$ cat src/rtl/spb_pkg.sv
package spb_pkg;

    localparam int SPB_ADDR_W  = 28;
    localparam int SPB_WORD_W  = 32;
    localparam int SPB_WORDS   = 4;
    localparam int SPB_ENTRIES = 4;

    typedef enum logic [1:0] {
        ST_IDLE     = 2'd0,
        ST_DEM_REQ  = 2'd1,
        ST_DEM_WAIT = 2'd2,
        ST_PF_WAIT  = 2'd3
    } ctrl_state_e;

    typedef enum logic {
        SRC_MEMORY = 1'b0,
        SRC_BUFFER = 1'b1
    } fill_src_e;

endpackage

$ cat src/rtl/spb_store.sv
module spb_store
    import spb_pkg::*;
#(
    parameter int ENTRIES = SPB_ENTRIES,
    parameter int ADDR_W  = SPB_ADDR_W,
    parameter int DATA_W  = SPB_WORD_W * SPB_WORDS
) (
    input  logic              clk,
    input  logic              rst,
    input  logic              flush,
    input  logic [ADDR_W-1:0] lk_blk,
    input  logic [ADDR_W-1:0] nx_blk,
    input  logic              consume,
    input  logic              wr_en,
    input  logic [ADDR_W-1:0] wr_blk,
    input  logic [DATA_W-1:0] wr_data,
    output logic              lk_hit,
    output logic [DATA_W-1:0] lk_data,
    output logic              nx_hit
);

    localparam int IDX_W = (ENTRIES > 1) ? $clog2(ENTRIES) : 1;

    typedef struct packed {
        logic              valid;
        logic [ADDR_W-1:0] tag;
        logic [DATA_W-1:0] data;
    } entry_t;

    entry_t             ent_q [ENTRIES];
    logic [ENTRIES-1:0] lk_match;
    logic [ENTRIES-1:0] nx_match;
    logic [IDX_W-1:0]   hit_idx;
    logic [IDX_W-1:0]   wptr_q;
    logic [IDX_W-1:0]   wptr_nxt;

    // Parallel tag compare, one comparator pair per entry
    for (genvar g = 0; g < ENTRIES; g++) begin : g_cmp
        assign lk_match[g] = ent_q[g].valid && (ent_q[g].tag == lk_blk);
        assign nx_match[g] = ent_q[g].valid && (ent_q[g].tag == nx_blk);
    end

    always_comb begin
        hit_idx = '0;
        for (int i = ENTRIES - 1; i >= 0; i--) begin
            if (lk_match[i]) hit_idx = IDX_W'(i);
        end
    end

    assign lk_hit   = |lk_match;
    assign nx_hit   = |nx_match;
    assign lk_data  = ent_q[hit_idx].data;
    assign wptr_nxt = (wptr_q == IDX_W'(ENTRIES - 1)) ? '0 : wptr_q + IDX_W'(1);

    always_ff @(posedge clk) begin
        if (rst) begin
            for (int i = 0; i < ENTRIES; i++) ent_q[i].valid <= 1'b0;
            wptr_q <= '0;
        end else if (flush) begin
            for (int i = 0; i < ENTRIES; i++) ent_q[i].valid <= 1'b0;
        end else begin
            if (consume && lk_hit) ent_q[hit_idx].valid <= 1'b0;
            if (wr_en) begin
                ent_q[wptr_q] <= '{valid: 1'b1, tag: wr_blk, data: wr_data};
                wptr_q        <= wptr_nxt;
            end
        end
    end

endmodule

$ cat src/rtl/spb_memport.sv
module spb_memport
    import spb_pkg::*;
#(
    parameter int ADDR_W = SPB_ADDR_W
) (
    input  logic              clk,
    input  logic              rst,
    input  logic              flush,
    input  logic              dem_want,
    input  logic [ADDR_W-1:0] dem_blk,
    input  logic              pf_want,
    input  logic [ADDR_W-1:0] pf_blk,
    output logic              mem_req_valid,
    input  logic              mem_req_ready,
    output logic [ADDR_W-1:0] mem_req_blk,
    output logic              mem_req_pf,
    input  logic              mem_rsp_valid,
    output logic              issued_dem,
    output logic              issued_pf,
    output logic              out_busy,
    output logic              out_is_pf,
    output logic [ADDR_W-1:0] out_blk,
    output logic              out_drop,
    output logic              rsp_fire
);

    logic fire;

    // Demand wins over prefetch; nothing goes out while a transaction is open
    assign mem_req_valid = !out_busy && (dem_want || pf_want);
    assign mem_req_pf    = !dem_want;
    assign mem_req_blk   = dem_want ? dem_blk : pf_blk;
    assign fire          = mem_req_valid && mem_req_ready;
    assign issued_dem    = fire && !mem_req_pf;
    assign issued_pf     = fire && mem_req_pf;
    assign rsp_fire      = mem_rsp_valid && out_busy;

    always_ff @(posedge clk) begin
        if (rst) begin
            out_busy  <= 1'b0;
            out_is_pf <= 1'b0;
            out_blk   <= '0;
            out_drop  <= 1'b0;
        end else begin
            if (rsp_fire) begin
                out_busy <= 1'b0;
            end else if (fire) begin
                out_busy  <= 1'b1;
                out_is_pf <= mem_req_pf;
                out_blk   <= mem_req_blk;
                out_drop  <= 1'b0;
            end
            if (flush && out_busy && out_is_pf) out_drop <= 1'b1;
        end
    end

endmodule

$ cat src/rtl/spb_ctrl.sv
module spb_ctrl
    import spb_pkg::*;
#(
    parameter int ADDR_W = SPB_ADDR_W,
    parameter int DATA_W = SPB_WORD_W * SPB_WORDS
) (
    input  logic              clk,
    input  logic              rst,
    input  logic              flush,
    input  logic              miss_valid,
    input  logic [ADDR_W-1:0] miss_blk,
    output logic              miss_ready,
    output logic              fill_valid,
    output logic [ADDR_W-1:0] fill_blk,
    output logic [DATA_W-1:0] fill_data,
    output logic              fill_src_buf,
    output logic [ADDR_W-1:0] nx_blk,
    input  logic              lk_hit,
    input  logic [DATA_W-1:0] lk_data,
    input  logic              nx_hit,
    output logic              consume,
    output logic              wr_en,
    input  logic              out_busy,
    input  logic              out_is_pf,
    input  logic [ADDR_W-1:0] out_blk,
    input  logic              out_drop,
    input  logic              rsp_fire,
    input  logic [DATA_W-1:0] rsp_data,
    input  logic              issued_dem,
    input  logic              issued_pf,
    output logic              dem_want,
    output logic [ADDR_W-1:0] dem_blk,
    output logic              pf_want,
    output logic [ADDR_W-1:0] pf_blk
);

    ctrl_state_e       state_q;
    fill_src_e         fill_src_q;
    logic              pf_pend_q;
    logic [ADDR_W-1:0] pf_blk_q;
    logic [ADDR_W-1:0] req_blk_q;
    logic              acc;
    logic              inflight_hit;
    logic              inflight_nx;
    logic              pf_need;
    logic              rsp_take;

    assign miss_ready   = (state_q == ST_IDLE) && !flush;
    assign acc          = miss_valid && miss_ready;
    assign nx_blk       = miss_blk + ADDR_W'(1);
    assign inflight_hit = out_busy && out_is_pf && (out_blk == miss_blk);
    assign inflight_nx  = out_busy && out_is_pf && (out_blk == nx_blk);
    assign pf_need      = !nx_hit && !inflight_nx;

    // A response is taken by the waiting lookup instead of being stored
    assign rsp_take = rsp_fire && ((state_q == ST_PF_WAIT) ||
                                   (acc && !lk_hit && inflight_hit));
    assign wr_en    = rsp_fire && out_is_pf && !out_drop && !rsp_take;
    assign consume  = acc && lk_hit;

    assign dem_want     = (state_q == ST_DEM_REQ);
    assign dem_blk      = req_blk_q;
    assign pf_want      = pf_pend_q && (state_q == ST_IDLE) && !acc;
    assign pf_blk       = pf_blk_q;
    assign fill_src_buf = (fill_src_q == SRC_BUFFER);

    always_ff @(posedge clk) begin
        if (rst) begin
            state_q    <= ST_IDLE;
            pf_pend_q  <= 1'b0;
            pf_blk_q   <= '0;
            req_blk_q  <= '0;
            fill_valid <= 1'b0;
            fill_blk   <= '0;
            fill_data  <= '0;
            fill_src_q <= SRC_MEMORY;
        end else begin
            fill_valid <= 1'b0;
            if (issued_pf || flush) pf_pend_q <= 1'b0;
            unique case (state_q)
                ST_IDLE: begin
                    if (acc) begin
                        req_blk_q <= miss_blk;
                        pf_blk_q  <= nx_blk;
                        pf_pend_q <= pf_need;
                        if (lk_hit) begin
                            fill_valid <= 1'b1;
                            fill_blk   <= miss_blk;
                            fill_data  <= lk_data;
                            fill_src_q <= SRC_BUFFER;
                        end else if (inflight_hit) begin
                            if (rsp_fire) begin
                                fill_valid <= 1'b1;
                                fill_blk   <= miss_blk;
                                fill_data  <= rsp_data;
                                fill_src_q <= SRC_MEMORY;
                            end else begin
                                state_q <= ST_PF_WAIT;
                            end
                        end else begin
                            state_q <= ST_DEM_REQ;
                        end
                    end
                end
                ST_DEM_REQ: begin
                    if (issued_dem) state_q <= ST_DEM_WAIT;
                end
                ST_DEM_WAIT, ST_PF_WAIT: begin
                    if (rsp_fire) begin
                        fill_valid <= 1'b1;
                        fill_blk   <= req_blk_q;
                        fill_data  <= rsp_data;
                        fill_src_q <= SRC_MEMORY;
                        state_q    <= ST_IDLE;
                    end
                end
                default: state_q <= ST_IDLE;
            endcase
        end
    end

endmodule

$ cat src/rtl/stream_prefetch_buf.sv
module stream_prefetch_buf
    import spb_pkg::*;
#(
    parameter int ADDR_W  = SPB_ADDR_W,
    parameter int WORD_W  = SPB_WORD_W,
    parameter int WORDS   = SPB_WORDS,
    parameter int ENTRIES = SPB_ENTRIES
) (
    input  logic                      clk,
    input  logic                      rst,
    input  logic                      flush,
    input  logic                      miss_valid,
    input  logic [ADDR_W-1:0]         miss_blk,
    output logic                      miss_ready,
    output logic                      fill_valid,
    output logic [ADDR_W-1:0]         fill_blk,
    output logic [WORD_W*WORDS-1:0]   fill_data,
    output logic                      fill_src_buf,
    output logic                      mem_req_valid,
    input  logic                      mem_req_ready,
    output logic [ADDR_W-1:0]         mem_req_blk,
    output logic                      mem_req_pf,
    input  logic                      mem_rsp_valid,
    input  logic [WORD_W*WORDS-1:0]   mem_rsp_data
);

    localparam int DATA_W = WORD_W * WORDS;

    logic              lk_hit, nx_hit, consume, wr_en;
    logic [DATA_W-1:0] lk_data;
    logic [ADDR_W-1:0] nx_blk;
    logic              out_busy, out_is_pf, out_drop, rsp_fire;
    logic [ADDR_W-1:0] out_blk;
    logic              issued_dem, issued_pf, dem_want, pf_want;
    logic [ADDR_W-1:0] dem_blk, pf_blk;

    spb_store #(.ENTRIES(ENTRIES), .ADDR_W(ADDR_W), .DATA_W(DATA_W)) u_store (
        .clk     (clk),
        .rst     (rst),
        .flush   (flush),
        .lk_blk  (miss_blk),
        .nx_blk  (nx_blk),
        .consume (consume),
        .wr_en   (wr_en),
        .wr_blk  (out_blk),
        .wr_data (mem_rsp_data),
        .lk_hit  (lk_hit),
        .lk_data (lk_data),
        .nx_hit  (nx_hit)
    );

    spb_memport #(.ADDR_W(ADDR_W)) u_memport (
        .clk           (clk),
        .rst           (rst),
        .flush         (flush),
        .dem_want      (dem_want),
        .dem_blk       (dem_blk),
        .pf_want       (pf_want),
        .pf_blk        (pf_blk),
        .mem_req_valid (mem_req_valid),
        .mem_req_ready (mem_req_ready),
        .mem_req_blk   (mem_req_blk),
        .mem_req_pf    (mem_req_pf),
        .mem_rsp_valid (mem_rsp_valid),
        .issued_dem    (issued_dem),
        .issued_pf     (issued_pf),
        .out_busy      (out_busy),
        .out_is_pf     (out_is_pf),
        .out_blk       (out_blk),
        .out_drop      (out_drop),
        .rsp_fire      (rsp_fire)
    );

    spb_ctrl #(.ADDR_W(ADDR_W), .DATA_W(DATA_W)) u_ctrl (
        .clk          (clk),
        .rst          (rst),
        .flush        (flush),
        .miss_valid   (miss_valid),
        .miss_blk     (miss_blk),
        .miss_ready   (miss_ready),
        .fill_valid   (fill_valid),
        .fill_blk     (fill_blk),
        .fill_data    (fill_data),
        .fill_src_buf (fill_src_buf),
        .nx_blk       (nx_blk),
        .lk_hit       (lk_hit),
        .lk_data      (lk_data),
        .nx_hit       (nx_hit),
        .consume      (consume),
        .wr_en        (wr_en),
        .out_busy     (out_busy),
        .out_is_pf    (out_is_pf),
        .out_blk      (out_blk),
        .out_drop     (out_drop),
        .rsp_fire     (rsp_fire),
        .rsp_data     (mem_rsp_data),
        .issued_dem   (issued_dem),
        .issued_pf    (issued_pf),
        .dem_want     (dem_want),
        .dem_blk      (dem_blk),
        .pf_want      (pf_want),
        .pf_blk       (pf_blk)
    );

endmodule

$ cat config.mk
export PLATFORM = sky130hd
export DESIGN_NAME = stream_prefetch_buf
export DESIGN_NICKNAME = d
export VERILOG_FILES = /design/src/rtl/spb_pkg.sv /design/src/rtl/spb_store.sv /design/src/rtl/spb_memport.sv /design/src/rtl/spb_ctrl.sv /design/src/rtl/stream_prefetch_buf.sv
export SDC_FILE = /design/constraint.sdc
export NUM_CORES = 1
export LEC_CHECK = 0
export BUFFER_PORTS_ARGS = -buffer_cell sky130_fd_sc_hd__buf_2
export CAP_MARGIN = 20
export CORE_MARGIN = 4
export CORE_UTILIZATION = 50
export CTS_CLUSTER_SIZE = 8
export DETAILED_ROUTE_END_ITERATION = 10
export MAX_ROUTING_LAYER = met4
export PLACE_DENSITY = 0.69
export SLEW_MARGIN = 20
export SYNTH_ARGS = -nofsm -noshare
export SYNTH_HDL_FRONTEND = slang
export SYNTH_HIERARCHICAL = 1
export SYNTH_SLANG_ARGS = --single-unit
$ cat constraint.sdc
create_clock -name clk -period 12.9 [get_ports clk]
set_input_delay 1.29 -clock clk [delete_from_list [all_inputs] [get_ports clk]]
set_output_delay 1.29 -clock clk [all_outputs]
set_load 0.1 [all_outputs]
==> summary.md, run 1 <==
| Metric | Value |
|---|---|
| Skew final | 68.9 ps |
| Initial core utilization | 50.6% |
| Hold_ws | 453 ps |
| Die Width | 291 um |
| Post-route clock period utilization | 50.9% |
| Post-CTS setup buffers | 0 |
| Crit-path max FO | 79 |
| Dominant synthesized flop cell | edfxtp_1 |
| CTS Buf Count | 120 |
| Hold Fails Final Rpt | 0 |
| Post-DP HPWL | 74400 um |
| Mapped Cells | 3280 |
| Clock transition at path regs | 50 ps |
| Total global-route track usage | 29.1% |
| DR WL/cell | 26.9 um |
| DRT antenna net count | 0 |
| Worst slew margin | 7.17% |
| Share of cells above drive strength 1 | 24.0% |
| CTS tree | done |
| Vias in the first global route | 27945 |
| Total gr overflow | 0 |
| Number of synthesis warnings | 6 |
| Capturing point of the worst reg2reg path | u_store/ent_q[1][93] |
| DRC Markers | 0 |
| Leakage | 0.0159 uW |
| Net count after synthesis | 3447 |
| Final setup TNS | 0 ps |
| Kind of critical path | in -> reg |
| Io pins | 351 |
| #FFs+latches synth | 878 |
| Worst Reg-to-Reg Cells | 11 |
| Total power | 6360 uW |
| CP Launch Type | input port |
| Area of the die | 0.0846 mm2 |
| IO Port Bufs | 350 |
| # setup viols final | 0 |
| Gpl congestion | 0.971 |
| Reg2reg setup slack | 6830 ps |
| Hold path cells | 2 |
| Syn-to-layout area delta | 14.1% |
| Final layout net count | 3659 |
| Tightest Hold Check Type | reg -> reg |
| Critical Path AT | 6870 ps |
| Via density | 6.21 |
| Max IR drop VDD | 0.133 mV |
| EDFF count, synth | 624 |
| RSZ-0062 raised after global routing | no |
| Syn Area/Cell | 12.2 um2 |
| Max-cap viol count | 0 |
| Final WS setup | 6330 ps |
| Register area share after synthesis | 59.5% |
| Crit path required time | 13200 ps |
| FFs w/ async S/R, synth | 0% |
| Chip Height | 291 um |
| Library cells used by synthesis | 67 |
| Worst-case clock buffer depth | 3 |
| Vias | 28853 |
| Overall routed net length | 125000 um |
| Worst Hold End | u_ctrl/pf_blk[26] |
| H-tree levels | 3 |
| Hold_sp | u_ctrl/pf_blk[26] |
| Post-Syn Area | 0.0400 mm2 |
| Clock Sinks | 878 |
| Pre-Repair DR Iteration Count | 5 |
| Global-route wire length before repair | 185000 um |
| Crit path time final | 6570 ps |
| Root buf cell | clkbuf_16 |
| Core outline area | 0.0791 mm2 |
| Place WS | 5350 ps |
| Hold Buf Count CTS | 0 |
| Post-cts sizing count | 0 |
| Initial antenna violation count | 7 |
| Status | completed |
| Critical path capture point type | flop |
| Max Slew Vio Count | 0 |
| Rows | 103 |
| Worst Max-Slew Pin Slew | 1390 ps |
| Power Density | 139 mW/mm2 |
| Iteration-0 DRC Markers | 2968 |
| Critical Path Start | miss_blk[7] |
| R2r startpoint | u_store/ent_q[0][132] |
| Clock Latency Late Sink | 700 ps |
| Max Clk Rate | 152 MHz |
| Largest net degree at the start of global routing | 186 |
cells in the final DEF, fill, tap and decap left out, types with 90 or more instances in the layout:
cell type	count
nand2_1	101
clkbuf_1	91
clkbuf_16	120
edfxtp_1	624
o211ai_1	129
xor2_1	141
dfxtp_1	253
a41oi_2	90
buf_2	349
xnor2_1	151
inv_1	269
nand4_1	179
nor2_1	345
a2111oi_0	128
o221a_2	128
logic make-up after synthesis:
family          count (synthesis)  synth area share [%]
compound gates                659                  15.6
xor+xnor                      293                  6.43
fa+ha+maj                       5                 0.156
buf+inv                       574                  6.07
flops                         878                  59.5
mux                            58                  1.79
simple gates                  813                  10.5
cell type report:
type | count | area (um2)
Antenna cell | 6 | 15.0
Clock buffer | 212 | 3360
Clock inverter | 8 | 156
Fill cell | 6523 | 33500
Inverter | 271 | 1020
Multi-Input combinational cell | 1828 | 13900
Sequential cell | 878 | 23800
Tap cell | 1050 | 1310
Timing Repair Buffer | 393 | 2120
critical path: stages:
cell and delay, ps:
buf_2 460, xnor2_1 180, nand4_1 120, nor4_2 250, buf_4 690, nand2_8 550, nand3_1 340, nor2_1 110
a21oi_1 350, and3_4 950, buf_4 630, buf_4 820
Yosys cell counts (3+ instances only):
cell       instances  area share (%)
edfxtp_1         624              47
nor2_1           345             3.2
inv_1            269             2.5
dfxtp_1          254              13
clkbuf_1         201             1.9
nand4_1          179             2.8
xnor2_1          151             3.3
xor2_1           141             3.1
o211ai_1         129             2.4
a2111oi_0        128             2.8
o221a_2          128             3.6
nand2_1          105            0.99
a41oi_2           90             3.7
a21oi_1           80             1.0
nor3_2            56             1.4
buf_2             42            0.53
a41oi_1           38            0.83
nor4_1            37            0.58
a211oi_1          33            0.62
mux2i_1           30            0.75
mux2_4            27             1.0
buf_1             26            0.24
nor3_1            26            0.33
buf_6             24            0.68
nand3_1           20            0.25
and3_1             9            0.14
buf_4              7            0.13
o21ai_0            7           0.088
a31oi_1            5           0.078
and2_1             5           0.078
ha_1               5            0.16
or4_1              5           0.094
a31o_2             4           0.088
nand2b_1           4           0.063
nor3b_1            4           0.075
or2_2              4           0.063
a22oi_1            3           0.056
nor4_2             3           0.094
layer usage:
layer	GRT usage (%)	wire length, um
met3	4.42	10400
met1	42.0	54600
met2	43.1	56500
met4	8.52	3220
met5	-	0
where the power goes:
group | internal, uW | switching [uW]
Combinational | 101 | 270
Sequential | 3040 | 26.6
Clock | 1740 | 1180
Total | 4880 | 1480
sequential cells by signal, indices dropped and copies added, names as in the netlist, 2 cells and up:
name and count:
u_store/ent_q 628, u_ctrl/state_q 2, u_store/wptr_q 2, u_memport/out_blk 28
u_ctrl/dem_blk 28, u_ctrl/fill_blk 28, u_ctrl/pf_blk 28, u_ctrl/fill_data 128
through the flow:
stage | instance area (um2) | cells | utilization [%]
3_5_place_dp | 42100 | 4420 | 53.2
4_1_cts | 45600 | 4640 | 57.7
3_3_place_gp | 42100 | 4420 | 53.2
5_1_grt | 45700 | 4645 | 57.7
6_report | 45700 | 4646 | 57.7
2_1_floorplan | 40000 | 3280 | -
worst max path at each step:
stage	endpoint	cells past startpoint
2_1_floorplan	u_store/ent_q[1][0]	13
3_3_place_gp	u_store/ent_q[1][70]	12
3_5_place_dp	u_store/ent_q[1][70]	12
4_1_cts	u_store/ent_q[1][65]	12
5_1_grt	u_store/ent_q[1][87]	12
6_report	u_store/ent_q[1][93]	12
Note: power is estimated with default switching activity, not from simulation.
==> inputs of run 2 (changes only) <==
--- a/config.mk
+++ b/config.mk
@@ -12,7 +12,7 @@
 export CTS_CLUSTER_SIZE = 8
 export DETAILED_ROUTE_END_ITERATION = 10
 export MAX_ROUTING_LAYER = met4
-export PLACE_DENSITY = 0.69
+export PLACE_DENSITY = 0.71
 export SLEW_MARGIN = 20
 export SYNTH_ARGS = -nofsm -noshare
 export SYNTH_HDL_FRONTEND = slang
==> constraint.sdc (replaced) <==
create_clock -name clk -period 5.9 [get_ports clk]
set_input_delay 0.59 -clock clk [delete_from_list [all_inputs] [get_ports clk]]
set_output_delay 0.59 -clock clk [all_outputs]
set_load 0.1 [all_outputs]
==> run 2 against run 1 <==
Wire length shrank 4.8%. Sequential share of layout area shrank 0.43 points. Utilization grew 0.48 points. Sequential power increased by 120%. Final area grew 0.83%. Via count is 0.38% higher. Critical endpoint is now u_ctrl/fill_data[78]. Largest power group unchanged.
==> summary.md, run 2 (synthesis results as in run 1) <==
| Metric | Value |
|---|---|
| Status | completed |
| CP most frequent cell | nor2_1 |
| Hold path cells | 1 |
| DR WL/cell | 25.4 um |
| Post-route cell area | 0.0460 mm2 |
| Biggest regs | u_store/ent_q (628), u_ctrl/fill_data (128) |
| Total global-route track usage | 27.9% |
| Share of cells above drive strength 1 | 24.4% |
| Pre-Repair DR Iteration Count | 6 |
| Worst-case clock buffer depth | 3 |
| Overall routed net length | 119000 um |
| R2r startpoint | u_store/ent_q[0][133] |
| # setup viols final | 0 |
| Clock transition at path regs | 50 ps |
| Gpl congestion | 1.05 |
| Max Slew Vio Count | 0 |
| Tightest Hold Check Type | in -> reg |
| Core outline area | 0.0791 mm2 |
| Hold_sp | mem_rsp_data[14] |
| Max IR drop VDD | 0.278 mV |
| Crit path time final | 4330 ps |
| Worst Reg-to-Reg Cells | 11 |
| Via density | 6.20 |
| Worst Max-Slew Pin Slew | 1420 ps |
| Skew final | 66.4 ps |
| Crit path required time | 6420 ps |
| Final setup TNS | 0 ps |
| Power Density | 301 mW/mm2 |
| Max FFs per register | 628 |
| Commonest cells after routing, fill and taps aside | edfxtp_1, buf_2, nor2_1 |
| Initial antenna violation count | 15 |
| Max Clk Rate | 231 MHz |
| CTS Buf Count | 120 |
| Kind of critical path | reg -> reg |
| Max stage delay on crit path | 850 ps |
| Clock Latency Late Sink | 690 ps |
| Worst Hold End | u_store/ent_q[1][14] |
| Max-cap viol count | 0 |
| Post-CTS setup buffers | 0 |
| Post-route clock period utilization | 73.4% |
| Critical path depth | 11 |
| Largest register by flop count | u_store/ent_q |
| CP Launch Type | flop |
| Crit-path max FO | 185 |
| Slowest cell on the critical path | nor4_2 |
| Hold Buf Count CTS | 0 |
| Largest net degree at the start of global routing | 186 |
| DRC Markers | 0 |
| Final layout net count | 3677 |
| CP cell instances | xnor2_1 -> nand4_1 -> nor4_2 -> nand2_4 -> buf_4 -> buf_12 -> a41oi_1 -> o211ai_1 -> nor2_1 -> nor2_1 -> o221a_2 |
| DRT antenna net count | 0 |
| Capturing point of the worst reg2reg path | u_ctrl/fill_data[78] |
| Leakage | 0.0161 uW |
| Worst slew margin | 5.10% |
| Most common cell after layout, fill and taps aside | edfxtp_1 |
| RSZ-0062 raised after global routing | no |
| Reg2reg setup slack | 1570 ps |
| Post-DP HPWL | 71200 um |
| Iteration-0 DRC Markers | 3337 |
| Rows | 103 |
| Critical path's top delay family | simple AND/OR/NAND/NOR gates |
| Vias in the first global route | 28133 |
| Initial core utilization | 50.6% |
| IO Port Bufs | 350 |
| Io pins | 351 |
| Global-route wire length before repair | 179000 um |
| Root buf cell | clkbuf_16 |
| Critical path capture point type | flop |
| Chip Height | 291 um |
| Total gr overflow | 0 |
| H-tree levels | 3 |
| CTS tree | done |
| Post-cts sizing count | 0 |
| Vias | 28962 |
| Hold Fails Final Rpt | 0 |
| Die Width | 291 um |
| Placed cell area | 0.0425 mm2 |
| Clock Sinks | 878 |
| Buf/Inv on CP | 2 |
| Critical Path AT | 4850 ps |
| Syn-to-layout area delta | 15.1% |
| Area of the die | 0.0846 mm2 |
run 2: metrics by stage:
step	power [uW]	setup WS, ps	hold slack [ps]	utilization, %	instances
after floorplan	7290	719	434	-	3280
after global placement	7580	1250	443	53.7	4437
after detailed placement	7590	1240	451	53.7	4438
after CTS	13900	1680	89.3	58.1	4654
after global routing	14300	1440	96.5	58.2	4667
final	13900	1570	126	58.2	4669
run 2: layout make-up:
class	instances	area (um2)
well taps	1050	1310
clock inverters	9	165
repair buffers	411	2510
diodes	15	37.5
fillers	6355	33100
clock buffers	207	3330
flip-flops and latches	878	23800
inverters	271	1020
multi-input cells	1828	13900
run 2: worst register-to-register path, cell delays in order (launching register included):
cell and delay [ps]:
edfxtp_1 410, xnor2_1 350, nand4_1 160, nor4_2 850, nand2_4 80, buf_4 470, buf_12 400, a41oi_1 1000
o211ai_1 130, nor2_1 130, nor2_1 70, o221a_2 170
run 2: worst max-delay path by stage:
stage / from / to / slack [ps]
2_1_floorplan: miss_blk[14] / u_store/ent_q[0][0] / 720
3_3_place_gp: miss_blk[1] / u_store/ent_q[1][88] / 1250
3_5_place_dp: miss_blk[7] / u_store/ent_q[1][82] / 1240
4_1_cts: u_store/ent_q[2][129] / u_store/ent_q[1][80] / 1680
5_1_grt: u_store/ent_q[2][129] / u_store/ent_q[1][94] / 1440
6_report: u_store/ent_q[0][133] / u_ctrl/fill_data[78] / 1570
run 2: metal layers:
metal  vias up  global-route usage [%]  wire (um)
li1      12846                       -          -
met1     14242                    39.1      50000
met3       291                    4.16      10200
met5         -                       -          0
met2      1583                    41.4      53600
met4         0                    10.5       4890
run 2: report_power, final:
part	switching, uW	total (uW)	internal [uW]
registers	61.4	6700	6640
clock network	2570	6370	3790
logic	557	781	224
